<file path="src/rtl/dmar_pkg.sv">
package dmar_pkg;

    localparam int unsigned WORD_W  = 32;
    localparam int unsigned OFF_W   = 7;
    localparam int unsigned CHIDX_W = 3;

    typedef enum logic [2:0] {
        RK_NONE,
        RK_BASE,
        RK_BLOCK,
        RK_CTRL,
        RK_PRIMARY,
        RK_IRQ
    } reg_kind_e;

    typedef struct packed {
        reg_kind_e             kind;
        logic [CHIDX_W-1:0]    chan;
    } reg_sel_t;

    localparam logic [3:0]       SLOT_BASE   = 4'h0;
    localparam logic [3:0]       SLOT_BLOCK  = 4'h4;
    localparam logic [3:0]       SLOT_CTRL   = 4'h8;
    localparam logic [OFF_W-1:0] OFF_PRIMARY = 7'h70;
    localparam logic [OFF_W-1:0] OFF_IRQ     = 7'h74;

    function automatic reg_sel_t decode_offset(input logic [OFF_W-1:0] off,
                                               input int unsigned      nch);
        reg_sel_t s;
        s.kind = RK_NONE;
        s.chan = off[OFF_W-1:4];
        if (off[1:0] == 2'b00) begin
            if (off == OFF_PRIMARY) begin
                s.kind = RK_PRIMARY;
            end else if (off == OFF_IRQ) begin
                s.kind = RK_IRQ;
            end else if (int'(off[OFF_W-1:4]) < int'(nch)) begin
                case (off[3:0])
                    SLOT_BASE:  s.kind = RK_BASE;
                    SLOT_BLOCK: s.kind = RK_BLOCK;
                    SLOT_CTRL:  s.kind = RK_CTRL;
                    default:    s.kind = RK_NONE;
                endcase
            end
        end
        return s;
    endfunction

endpackage

</file>
<file path="src/rtl/dmar_decode.sv">
module dmar_decode
    import dmar_pkg::*;
#(
    parameter int unsigned NUM_CH = 7
) (
    input  logic             bus_valid,
    input  logic             bus_write,
    input  logic [OFF_W-1:0] bus_addr,
    output reg_sel_t         sel,
    output logic [NUM_CH-1:0] we_base,
    output logic [NUM_CH-1:0] we_block,
    output logic [NUM_CH-1:0] we_ctrl,
    output logic             we_primary,
    output logic             we_irq
);

    logic wr;

    always_comb begin
        sel = decode_offset(bus_addr, NUM_CH);
        wr  = bus_valid && bus_write;
        we_primary = wr && (sel.kind == RK_PRIMARY);
        we_irq     = wr && (sel.kind == RK_IRQ);
        for (int i = 0; i < NUM_CH; i++) begin
            we_base[i]  = wr && (sel.kind == RK_BASE)  && (int'(sel.chan) == i);
            we_block[i] = wr && (sel.kind == RK_BLOCK) && (int'(sel.chan) == i);
            we_ctrl[i]  = wr && (sel.kind == RK_CTRL)  && (int'(sel.chan) == i);
        end
    end

    always_comb begin
        AST_ONE_STROBE: assert ($onehot0({we_base, we_block, we_ctrl, we_primary, we_irq}));
    end

endmodule

</file>
<file path="src/rtl/dmar_chan.sv">
module dmar_chan
    import dmar_pkg::*;
#(
    parameter int unsigned BUSY_BIT = 24
) (
    input  logic              clk,
    input  logic              rst,
    input  logic              we_base,
    input  logic              we_block,
    input  logic              we_ctrl,
    input  logic [WORD_W-1:0] wdata,
    input  logic              done_i,
    input  logic              berr_i,
    output logic [WORD_W-1:0] base_q,
    output logic [WORD_W-1:0] block_q,
    output logic [WORD_W-1:0] ctrl_q
);

    logic [WORD_W-1:0] ctrl_d;

    always_comb begin
        ctrl_d = we_ctrl ? wdata : ctrl_q;
        if (done_i || berr_i) ctrl_d[BUSY_BIT] = 1'b0;
    end

    always_ff @(posedge clk) begin
        if (rst) begin
            base_q  <= '0;
            block_q <= '0;
            ctrl_q  <= '0;
        end else begin
            if (we_base)  base_q  <= wdata;
            if (we_block) block_q <= wdata;
            ctrl_q <= ctrl_d;
        end
    end

    AST_DONE_CLEARS: assert property (@(posedge clk) disable iff (rst)
        done_i |=> !ctrl_q[BUSY_BIT]);
    AST_BERR_CLEARS: assert property (@(posedge clk) disable iff (rst)
        berr_i |=> !ctrl_q[BUSY_BIT]);
    AST_BUSY_FROM_WRITE: assert property (@(posedge clk) disable iff (rst)
        $rose(ctrl_q[BUSY_BIT]) |-> $past(we_ctrl && wdata[BUSY_BIT]));
    AST_BASE_HOLD: assert property (@(posedge clk) disable iff (rst)
        !we_base |=> $stable(base_q));

endmodule

</file>
<file path="src/rtl/dmar_primary.sv">
module dmar_primary
    import dmar_pkg::*;
#(
    parameter logic [WORD_W-1:0] RESET_VAL = 32'h0765_4321
) (
    input  logic              clk,
    input  logic              rst,
    input  logic              we,
    input  logic [WORD_W-1:0] wdata,
    output logic [WORD_W-1:0] pcr_q
);

    always_ff @(posedge clk) begin
        if (rst)     pcr_q <= RESET_VAL;
        else if (we) pcr_q <= wdata;
    end

    AST_PRIMARY_HOLD: assert property (@(posedge clk) disable iff (rst)
        !we |=> $stable(pcr_q));

endmodule

</file>
<file path="src/rtl/dma_chan_regs.sv">
module dma_chan_regs
    import dmar_pkg::*;
#(
    parameter int unsigned NUM_CH   = 7,
    parameter int unsigned PRIO_W   = 3,
    parameter int unsigned BUSY_BIT = 24,
    parameter logic [31:0] PCR_INIT = 32'h0765_4321
) (
    input  logic                     clk,
    input  logic                     rst,
    input  logic                     bus_valid,
    input  logic                     bus_write,
    input  logic [6:0]               bus_addr,
    input  logic [31:0]              bus_wdata,
    output logic [31:0]              bus_rdata,
    output logic                     ic_we,
    output logic [31:0]              ic_wdata,
    input  logic [31:0]              ic_rdata,
    input  logic [NUM_CH-1:0]        done_pulse,
    input  logic [NUM_CH-1:0]        berr_pulse,
    output logic [NUM_CH-1:0]        ic_berr,
    output logic [NUM_CH-1:0]        ch_busy,
    output logic [NUM_CH-1:0]        ch_en,
    output logic [NUM_CH*PRIO_W-1:0] ch_prio,
    output logic [NUM_CH-1:0]        ch_go
);

    localparam int unsigned NIB_W = PRIO_W + 1;

    reg_sel_t          sel;
    logic [NUM_CH-1:0] we_base, we_block, we_ctrl;
    logic              we_primary;
    logic [WORD_W-1:0] pcr_q;
    logic [WORD_W-1:0] base_q  [NUM_CH];
    logic [WORD_W-1:0] block_q [NUM_CH];
    logic [WORD_W-1:0] ctrl_q  [NUM_CH];
    logic [WORD_W-1:0] rd_mux;
    logic              rd_req;

    dmar_decode #(.NUM_CH(NUM_CH)) u_decode (
        .bus_valid (bus_valid),
        .bus_write (bus_write),
        .bus_addr  (bus_addr),
        .sel       (sel),
        .we_base   (we_base),
        .we_block  (we_block),
        .we_ctrl   (we_ctrl),
        .we_primary(we_primary),
        .we_irq    (ic_we)
    );

    dmar_primary #(.RESET_VAL(PCR_INIT)) u_primary (
        .clk  (clk),
        .rst  (rst),
        .we   (we_primary),
        .wdata(bus_wdata),
        .pcr_q(pcr_q)
    );

    for (genvar i = 0; i < NUM_CH; i++) begin : g_ch
        dmar_chan #(.BUSY_BIT(BUSY_BIT)) u_chan (
            .clk     (clk),
            .rst     (rst),
            .we_base (we_base[i]),
            .we_block(we_block[i]),
            .we_ctrl (we_ctrl[i]),
            .wdata   (bus_wdata),
            .done_i  (done_pulse[i]),
            .berr_i  (berr_pulse[i]),
            .base_q  (base_q[i]),
            .block_q (block_q[i]),
            .ctrl_q  (ctrl_q[i])
        );
        assign ch_busy[i]               = ctrl_q[i][BUSY_BIT];
        assign ch_en[i]                 = pcr_q[NIB_W*i+PRIO_W];
        assign ch_prio[PRIO_W*i+:PRIO_W] = pcr_q[NIB_W*i+:PRIO_W];
        assign ch_go[i]                 = ch_busy[i] && ch_en[i];
    end

    assign ic_wdata = bus_wdata;
    assign rd_req   = bus_valid && !bus_write;

    always_comb begin
        case (sel.kind)
            RK_BASE:    rd_mux = base_q[sel.chan];
            RK_BLOCK:   rd_mux = block_q[sel.chan];
            RK_CTRL:    rd_mux = ctrl_q[sel.chan];
            RK_PRIMARY: rd_mux = pcr_q;
            RK_IRQ:     rd_mux = ic_rdata;
            default:    rd_mux = '0;
        endcase
    end

    always_ff @(posedge clk) begin
        if (rst) begin
            bus_rdata <= '0;
            ic_berr   <= '0;
        end else begin
            bus_rdata <= rd_req ? rd_mux : '0;
            ic_berr   <= berr_pulse;
        end
    end

    AST_RDATA_IDLE: assert property (@(posedge clk) disable iff (rst)
        !rd_req |=> (bus_rdata == '0));
    AST_BERR_FWD: assert property (@(posedge clk) disable iff (rst)
        (|berr_pulse) |=> (|ic_berr));
    AST_GO_SUBSET: assert property (@(posedge clk) disable iff (rst)
        (ch_go & ~ch_en) == '0);

endmodule

</file>
<file path="config.mk">
export PLATFORM = sky130hd
export DESIGN_NAME = dma_chan_regs
export DESIGN_NICKNAME = d
export VERILOG_FILES = /design/src/rtl/dmar_pkg.sv /design/src/rtl/dmar_decode.sv /design/src/rtl/dmar_chan.sv /design/src/rtl/dmar_primary.sv /design/src/rtl/dma_chan_regs.sv
export SDC_FILE = /design/constraint.sdc
export NUM_CORES = 2
export LEC_CHECK = 0
export BUFFER_PORTS_ARGS = -buffer_cell sky130_fd_sc_hd__buf_2
export CORE_UTILIZATION = 28
export CTS_CLUSTER_DIAMETER = 200
export DETAILED_ROUTE_END_ITERATION = 10
export MAX_ROUTING_LAYER = met4
export PLACE_DENSITY = 0.49
export SYNTH_ARGS = -nofsm -noshare
export SYNTH_HDL_FRONTEND = slang
export SYNTH_SLANG_ARGS = --single-unit
</file>
<file path="constraint.sdc">
create_clock -name clk -period 2.38 [get_ports clk]
set_input_delay 0.476 -clock clk [delete_from_list [all_inputs] [get_ports clk]]
set_output_delay 0.476 -clock clk [all_outputs]
set_load 0.1 [all_outputs]
</file>
==> results.yml <==
run_status:
  status: "complete, no violations"
clock_network:
  htreeDepth: 3
  tritoncts: "done"
  cts.clk_slew.worst_paths_ns: 0.05
  clock_path_buffers: 3
  cts_buffers: 82
  clock_sinks: 743
  clock_latency_ns: 0.67
  cts-root-buf: "clkbuf_16"
  postCtsSetupRepairBufs: 0
timing:
  final_max_slew_viol_count: 0
  max_slew.worst_pin.slew_ns: 0.869
  slew_headroom: 0.421
  min_period_ns: 2.30
  setup_viol: 0
  fin_tns_setup_ns: 0
  fin_crit_sh: 0.967
  worst_slack_ns: 0.0782
  rsz0062_at_grt: "no"
  max_freq_mhz: 434
  hold_violations: 0
  finClkSkew_ns: 0.0345
synth:
  synth_cell_type_count: 43
  synth_area_leaders: "dfxtp_1, nand2_1, a21oi_1"
  synth_cells: 3984
  synth_warnings: 0
  syn_area_um2: 32200
  synth.avg_cell_area_um2: 8.07
  ys_ff_latch: 743
  synth.top_cell.area_share: 0.462
  synth.net_count: 4073
  yosysTopAreaCell: "dfxtp_1"
  ys_seq_area_frac: 0.462
floorplanning:
  die_w_um: 341
  io_pins: 203
  std_cell_rows: 123
  core_um2: 113000
  die-area_um2: 116000
  die_h_um: 341
  initial_utilization: 0.284
setup_path:
  path_depth: 6
  critical_path_required_ns: 1.90
  r2r_cells: 4
  slowest_delay_ns: 0.34
  cp_slowest_cell: "nor3_4"
  critPathMostFrequentCell: "buf_12"
  cp.arrival_ns: 1.83
  startpoint_type: "primary input"
  crit_type: "primary input to output pin"
  path_cells: "buf_2, nor3_2, nand2_1, nor3_4, buf_12, buf_12"
  r2r_slack_ns: 0.72
  critPathMaxFanout: 6
  cp_num_buf_inv: 3
  worstSetupEndpointType: "output pin"
  cp_top_family: "simple AND/OR/NAND/NOR gates"
place:
  port_buffers: 202
  post-dp-hpwl_um: 79400
  gp_congestion: 0.844
  place_ws_ns: 0.0106
power:
  powerDensity_nw_per_um2: 707
  power_leakage_nw: 12.6
  p_sw_w: 0.00674
  irDropWorstVdd_uv: 485
  power_frac_comb: 0.066
  clockPowerShare: 0.474
  internal_power_w: 0.0204
  switching_share: 0.248
  seqPwrFrac: 0.459
routing:
  num_vias: 28300
  ant_nets: 0
  postRouteWirelength_um: 122000
  drt-initial-drc-count: 2697
  first_pass_iters: 6
  drc: 0
  wl_per_cell_um: 21.7
  vias_per_cell: 5.05
global_routing:
  grt_usage: 0.209
  first_global_vias: 26200
  overflow: 0
  grt_pass1_wl_um: 178000
  antenna_found_initial: 7
  grt_max_degree: 173
cells_and_area:
  mostFrequentLayoutCells: "nand2_1, dfxtp_1, a21oi_1, buf_2, o211ai_1"
  drive_gt1_frac: 0.175
  finalNetCount: 4135
  fill_cells: 11800
  layout_commonest_cell: "nand2_1"
  syn2layout_area_growth_pct: 19.3
  utilization: 0.339
hold_path:
  hold_depth: 2
  hold_path.class: "primary input to register"
run:
  cap_violations: 0
worst reg2reg max path, stage by stage (launching register included):
cell and delay, ns:
dfxtp_1 0.31, mux4_2 0.53, o211ai_1 0.35, buf_4 0.18
a41oi_1 0.14
synthesized netlist by cell type:
cell type	instances
nor4b_4	2
a31oi_1	5
buf_2	112
nor2_2	4
a32oi_1	2
and2_1	11
nand4_1	4
nor3_2	2
nor2_1	21
nand2_1	1553
nor3b_1	1
a2111oi_1	2
nor4_4	1
o2111a_1	1
a2111oi_2	1
or3_1	1
mux2_2	31
a21oi_1	687
o221ai_1	1
a221oi_1	2
a22oi_1	5
buf_6	2
buf_1	2
and3b_1	1
o211ai_1	176
or2_2	1
nand3b_1	14
a2111oi_0	4
clkbuf_1	244
nand2b_1	1
nand3_1	11
mux4_2	93
a221o_1	1
buf_4	86
dfxtp_1	743
a41oi_1	26
nor3_1	2
o21ai_0	5
clkbuf_2	1
and3_1	6
a2bb2oi_1	3
mux2i_1	102
nor2b_1	11
path summary, 6_finish.rpt:
check | end | from
setup / recovery | ic_we | bus_addr[1]
setup reg to reg | bus_rdata[12]$_SDFF_PP0_ | g_ch[3].u_chan.block_q[12]$_SDFFE_PP0P_
hold reg to reg | g_ch[3].u_chan.base_q[27]$_SDFFE_PP0P_ | g_ch[3].u_chan.base_q[27]$_SDFFE_PP0P_
hold / removal | g_ch[6].u_chan.ctrl_q[24]$_SDFFE_PP0P_ | berr_pulse[6]
power by group through the flow:
stage	Clock, W	Sequential, W	Combinational, W
global route	0.0136	0.0125	0.00187
finish	0.0129	0.0125	0.00180
global placement	0	0.0127	0.00179
detailed placement	0	0.0127	0.00178
CTS	0.0131	0.0125	0.00180
floorplan	0	0.0128	0.00105
cell type report:
type / instances / area, µm² / share of cell area
Multi-Input combinational cell: 2794 / 15400 / 0.401
Clock buffer: 125 / 2500 / 0.0651
Clock inverter: 22 / 208 / 0.00541
Antenna cell: 4 / 10.0 / 0.000261
Sequential cell: 743 / 14900 / 0.388
Timing Repair Buffer: 425 / 3540 / 0.0922
Tap cell: 1500 / 1880 / 0.0489
state kept, by name, summed over array words and instances, names as in the netlist:
register / flops
ic_berr: 7
g_ch.u_chan.ctrl_q: 224
bus_rdata: 32
g_ch.u_chan.base_q: 224
u_primary.pcr_q: 32
g_ch.u_chan.block_q: 224
metrics by stage:
step	hold slack, ns	power [W]	instances	cell area, µm²
finish	0.0399	0.0271	5613	38400
global route	0.0279	0.0279	5613	38400
CTS	0.0121	0.0274	5609	38400
detailed placement	0.443	0.0145	5452	35600
global placement	0.439	0.0145	5452	35600
floorplan	0.433	0.0138	3984	32200
kinds of logic after synthesis:
family	Yosys count	synth area share
buffers and inverters	447	0.0671
multiplexers	226	0.108
flip-flops	743	0.462
AND/OR/NAND/NOR	1647	0.200
AO/OA/AOI/OAI	921	0.163
timing repair:
action | CTS | global route
setup endpoints to repair | 3 | 0
hold buffers | 10 | 0
gates resized for setup | 2 | 0
hold endpoints to repair | 7 | 0
routing by layer:
layer / track usage / share of wire / up-vias
met2: 0.310 / 0.45 / 929
met4: 0.0516 / 0.021 / 0
li1: - / - / 13500
met5: - / 0 / -
met3: 0.0395 / 0.074 / 161
met1: 0.290 / 0.46 / 13800
No activity file was read; power rests on OpenSTA's default activity.
